[src/rtl/ipi_dest_pkg.sv]
package ipi_dest_pkg;
  localparam int unsigned DEST_W = 8;

  typedef enum logic [1:0] {
    SH_NONE     = 2'b00,
    SH_SELF     = 2'b01,
    SH_ALL_INC  = 2'b10,
    SH_ALL_EXC  = 2'b11
  } shorthand_e;

  localparam logic [2:0] DM_LOWEST = 3'b001;

  localparam int unsigned SH_LSB   = 18;
  localparam int unsigned DMODE_B  = 11;
  localparam int unsigned DLV_LSB  = 8;
  localparam int unsigned DEST_LSB = 24;
endpackage

[src/rtl/ipi_unit_match.sv]
module ipi_unit_match
  import ipi_dest_pkg::*;
(
  input  shorthand_e         sh_i,
  input  logic               logical_i,
  input  logic [DEST_W-1:0]  dest_i,
  input  logic               is_src_i,
  input  logic [DEST_W-1:0]  id_i,
  input  logic [DEST_W-1:0]  lid_i,
  input  logic               cluster_i,
  output logic               match_o
);
  localparam int unsigned NIB = DEST_W / 2;

  logic phys_hit, flat_hit, clus_hit, addr_hit;

  assign phys_hit = (dest_i == {DEST_W{1'b1}}) || (dest_i == id_i);
  assign flat_hit = |(lid_i & dest_i);
  assign clus_hit = (lid_i[DEST_W-1:NIB] == dest_i[DEST_W-1:NIB]) &&
                    (|(lid_i[NIB-1:0] & dest_i[NIB-1:0]));
  assign addr_hit = !logical_i ? phys_hit : (cluster_i ? clus_hit : flat_hit);

  always_comb begin
    unique case (sh_i)
      SH_NONE:    match_o = addr_hit;
      SH_SELF:    match_o = is_src_i;
      SH_ALL_INC: match_o = 1'b1;
      SH_ALL_EXC: match_o = !is_src_i;
      default:    match_o = 1'b0;
    endcase
  end
endmodule

[src/rtl/ipi_rr_select.sv]
module ipi_rr_select #(
  parameter int unsigned N_UNITS = 4,
  localparam int unsigned IDX_W  = (N_UNITS > 1) ? $clog2(N_UNITS) : 1
) (
  input  logic [IDX_W-1:0]   ptr_i,
  input  logic [N_UNITS-1:0] cand_i,
  output logic [N_UNITS-1:0] pick_o,
  output logic [IDX_W-1:0]   next_ptr_o
);
  always_comb begin
    logic found;
    found      = 1'b0;
    pick_o     = '0;
    next_ptr_o = ptr_i;
    // examine ptr+1 .. ptr (wrapping), first candidate wins
    for (int k = 1; k <= int'(N_UNITS); k++) begin
      int idx;
      idx = int'(ptr_i) + k;
      if (idx >= int'(N_UNITS)) idx = idx - int'(N_UNITS);
      if (!found && cand_i[idx]) begin
        found       = 1'b1;
        pick_o[idx] = 1'b1;
        next_ptr_o  = IDX_W'(idx);
      end
    end
  end
endmodule

[src/rtl/ipi_dest_match.sv]
module ipi_dest_match
  import ipi_dest_pkg::*;
#(
  parameter int unsigned N_UNITS = 4,
  localparam int unsigned IDX_W  = (N_UNITS > 1) ? $clog2(N_UNITS) : 1
) (
  input  logic                       clk_i,
  input  logic                       rst_ni,
  input  logic                       send_i,
  input  logic [31:0]                cmd_lo_i,
  input  logic [31:0]                cmd_hi_i,
  input  logic [IDX_W-1:0]           src_idx_i,
  input  logic [N_UNITS*DEST_W-1:0]  unit_id_i,
  input  logic [N_UNITS*DEST_W-1:0]  unit_lid_i,
  input  logic [N_UNITS-1:0]         unit_cluster_i,
  input  logic [N_UNITS-1:0]         unit_en_i,
  output logic [N_UNITS-1:0]         tgt_mask_o,
  output logic                       tgt_valid_o
);
  shorthand_e          sh;
  logic                logical;
  logic                lowest;
  logic [DEST_W-1:0]   dest;
  logic [N_UNITS-1:0]  match;
  logic [N_UNITS-1:0]  rr_pick;
  logic [IDX_W-1:0]    rr_ptr_q, rr_ptr_nxt;
  logic [N_UNITS-1:0]  mask_nxt;
  logic                unused_bits;

  assign sh      = shorthand_e'(cmd_lo_i[SH_LSB +: 2]);
  assign logical = cmd_lo_i[DMODE_B];
  assign lowest  = (cmd_lo_i[DLV_LSB +: 3] == DM_LOWEST);
  assign dest    = cmd_hi_i[DEST_LSB +: DEST_W];
  assign unused_bits = ^{cmd_lo_i[31:20], cmd_lo_i[17:12], cmd_lo_i[7:0],
                         cmd_hi_i[DEST_LSB-1:0]};

  for (genvar u = 0; u < N_UNITS; u++) begin : g_unit
    ipi_unit_match u_match (
      .sh_i      (sh),
      .logical_i (logical),
      .dest_i    (dest),
      .is_src_i  (src_idx_i == IDX_W'(u)),
      .id_i      (unit_id_i[u*DEST_W +: DEST_W]),
      .lid_i     (unit_lid_i[u*DEST_W +: DEST_W]),
      .cluster_i (unit_cluster_i[u]),
      .match_o   (match[u])
    );
  end

  ipi_rr_select #(.N_UNITS(N_UNITS)) u_rr (
    .ptr_i      (rr_ptr_q),
    .cand_i     (match & unit_en_i),
    .pick_o     (rr_pick),
    .next_ptr_o (rr_ptr_nxt)
  );

  assign mask_nxt = lowest ? rr_pick : match;

  always_ff @(posedge clk_i or negedge rst_ni) begin
    if (!rst_ni) begin
      rr_ptr_q    <= IDX_W'(N_UNITS - 1);
      tgt_mask_o  <= '0;
      tgt_valid_o <= 1'b0;
    end else begin
      tgt_valid_o <= send_i;
      if (send_i) begin
        tgt_mask_o <= mask_nxt;
        if (lowest) rr_ptr_q <= rr_ptr_nxt;
      end
    end
  end
endmodule

[config.mk]
export PLATFORM = sky130hd
export DESIGN_NAME = ipi_dest_match
export DESIGN_NICKNAME = d
export VERILOG_FILES = /design/src/rtl/ipi_dest_pkg.sv /design/src/rtl/ipi_unit_match.sv /design/src/rtl/ipi_rr_select.sv /design/src/rtl/ipi_dest_match.sv
export SDC_FILE = /design/constraint.sdc
export NUM_CORES = 1
export LEC_CHECK = 0
export BUFFER_PORTS_ARGS = -buffer_cell sky130_fd_sc_hd__buf_2
export CAP_MARGIN = 25
export CORE_MARGIN = 2
export CORE_UTILIZATION = 25
export DETAILED_ROUTE_END_ITERATION = 16
export PLACE_DENSITY = 0.59
export SKIP_CTS_REPAIR_TIMING = 1
export SYNTH_ARGS = -nofsm -noshare
export SYNTH_HDL_FRONTEND = slang
export SYNTH_HIERARCHICAL = 1
export SYNTH_SLANG_ARGS = --single-unit
export TNS_END_PERCENT = 5
[constraint.sdc]
create_clock -name clk_i -period 2.75 [get_ports clk_i]
set_input_delay 0.275 -clock clk_i [delete_from_list [all_inputs] [get_ports clk_i]]
set_output_delay 0.275 -clock clk_i [all_outputs]
set_load 0.02 [all_outputs]
==> results_dict.tcl <==
set metrics [dict create \
    dp_cells 443 \
    antenna_found_initial 0 \
    start_kind "primary input" \
    min_from "send_i" \
    ys_ff_latch 7 \
    synth_top_area_share_pct 16.7 \
    ys_seq_area_share_pct 9.90 \
    preCtsSetupSlack_ps -518 \
    crit_start "unit_lid_i[7]" \
    yosys_most_used_dff "dfrtp_1" \
    final_cell_mix "90 x buf_2, 36 x buf_4, 32 x xor2_1" \
    cts_buffer_depth 2 \
    core.rowCount 30 \
    initial_core_util_pct 26.1 \
    hold_violations 0 \
    portBuffers 95 \
    drive_above_1_share_pct 49.6 \
    clk_latency_ps 230 \
    h-tree-depth 1 \
    synthArstFlopShare_pct 100 \
    p_int_mw 0.707 \
    grt-ovfl-total 0 \
    cap_violations 0 \
    io_pins 146 \
    slew_violations 0 \
    yosysUniqueCellTypes 38 \
    syn_area_sq_mm 0.00180 \
    cts_tree "yes" \
    path_class "primary input to flop" \
    power.switching_mw 0.581 \
    switching_share_pct 45.1 \
    syn-num-nets 383 \
    r2r_start "rr_ptr_q[0]$_DFFE_PN1P_" \
    die-area_sq_mm 0.00788 \
    fp.dieW_um 88.7 \
    grt_pass1_vias 2103 \
    die_y_um 88.7 \
    maxSlewHeadroom_pct 68.8 \
    avgSynthCellArea_sq_um 8.24 \
    dr.pass1.iters 4 \
    comb_power_share_pct 73.3 \
    viasPerCell 4.90 \
    cp_max_fo 4 \
    power_leakage_nw 1.35 \
    clockPowerShare_pct 11.1 \
    fmax_mhz 338 \
    clock_sinks 7 \
    nets 521 \
    synth_top_area_cell "ha_1" \
    setup_violations 5 \
    drtAntennaViolNets 0 \
    postSynthCellCount 218 \
    dp_hpwl_mm 5.09 \
    pwr_density_cell_mw_per_mm2 441 \
    gp_congestion 0.943 \
    cts-root-buf "clkbuf_8" \
    fill_cells 706 \
    endpoint_kind "flop" \
    rsz0062_at_grt "yes" \
    hp-class "primary input to flop" \
    route.detailed.wl_per_inst_um 13.6 \
    violations "setup timing" \
    drc 0 \
    grt_first_pass_wirelength_mm 9.45 \
    final_cells 451 \
    worst_ep_required_time_ps 2900 \
    status "finished, violations left" \
    coreArea_sq_mm 0.00687 \
    drt-total-wl_mm 6.11 \
    first_iter_violations 137 \
    grt_max_degree 14 \
    cts_made_buffers 3 \
    num_vias 2211 \
    worstMarginPinSlew_ps 455 \
    ys_warn_count 6 \
    fin_ws_ps -209 \
    areaGrowthSynthToFinish_pct 62.8 \
    worst-r2r-setup-slack_ps 540 \
    cp.arrival_ps 3110 \
    final_common_cell "buf_2" \
    p_seq_share_pct 15.5 \
    clk_pin_slew_ps 40 \
    finalCritPeriodShare_pct 108 \
    synthTopCellsByArea "ha_1 17%, xor2_1 16%, dfrtp_1 7.0%" \
    diodes 0 \
    skew_ps 1.40 \
    synth_edf_count 0 \
    post-route-min-period_ps 2960 \
    grt_use_total_pct 15.0 \
    vdd_ir_drop_max_mv 0.169 \
]
[sequential cells by signal (all words and copies together), names as in the netlist]
register     flops
tgt_valid_o      1
rr_ptr_q         2
tgt_mask_o       4
[worst max-delay path, cell delays in order]
cell and delay [ps]:
buf_6 100, ha_4 220, or4_4 520, a21oi_2 130, o21ai_2 60, a221oi_2 250, and2_4 190, or3b_4 390
a2111oi_4 370, a21oi_2 120, o2111ai_1 230, mux2i_1 110, a21oi_1 130
[power groups by stage]
stage,combinational [mW],sequential [mW],clock (mW)
after floorplan,0.532,0.193,0
after global placement,0.861,0.194,0
after detailed placement,0.855,0.191,0
after CTS,0.860,0.190,0.148
after global routing,1.04,0.206,0.156
final,0.945,0.200,0.144
[cell families after synthesis]
| kind of cell | Yosys count | share of synthesized area (%) |
|---|---|---|
| flip-flops | 7 | 9.90 |
| multiplexers | 10 | 6.83 |
| XOR/XNOR | 37 | 18.0 |
| AND/OR/NAND/NOR | 75 | 25.5 |
| buffers and inverters | 14 | 3.83 |
| AO/OA/AOI/OAI | 51 | 19.2 |
| adder cells (fa/ha/maj) | 24 | 16.7 |
[stage by stage]
| step | power [mW] | area [sq um] | utilization (%) | hold WS (ps) | setup TNS, ps |
|---|---|---|---|---|---|
| 2_1_floorplan | 0.725 | 1840 | - | -20.6 | -428 |
| 3_3_place_gp | 1.05 | 2710 | 39.5 | 114 | -2340 |
| 3_5_place_dp | 1.05 | 2710 | 39.5 | 117 | -2610 |
| 4_1_cts | 1.20 | 2760 | 40.1 | -125 | -1320 |
| 5_1_grt | 1.41 | 2920 | 42.6 | 283 | -1580 |
| 6_report | 1.29 | 2920 | 42.6 | 281 | -729 |
[routing by layer]
metal  routed length (um)  vias up  global-route usage, %
li1                     -     1108                      -
met1                 2630     1002                   19.5
met2                 3080       97                   26.7
met3                  365        4                   2.15
met4                   36        0                   2.07
met5                    0        -                      0
[synth_stat cells, types with 7 or more instances]
library cell and number:
nand4_1 8, xor2_1 32, a21oi_1 14, nor4_1 12
inv_1 11, nand2_1 7, nor3_1 13, mux2i_1 7
o21ai_0 11, ha_1 24, o21ai_1 7, a22oi_1 8
[area by class of cell]
type / count / area [sq um] / share of cell area (%)
clock buffer: 4 / 45.0 / 1.54
inverter: 11 / 41.3 / 1.41
tap: 96 / 120 / 4.11
multi-input combinational: 198 / 1700 / 58.0
timing repair buffer: 135 / 842 / 28.8
sequential: 7 / 178 / 6.08
[worst paths after layout]
path / endpoint / cells after the start
worst max-delay path: tgt_mask_o[2]$_DFFE_PN0P_ / 13
worst min-delay path: tgt_valid_o$_DFF_PN0_ / 1
worst max register to register: tgt_mask_o[3]$_DFFE_PN0P_ / 8
worst min register to register: tgt_mask_o[2]$_DFFE_PN0P_ / 2
max in group asynchronous: rr_ptr_q[0]$_DFFE_PN1P_ / 2
min in group asynchronous: tgt_valid_o$_DFF_PN0_ / 2
Note: power is estimated with default switching activity, not from simulation.
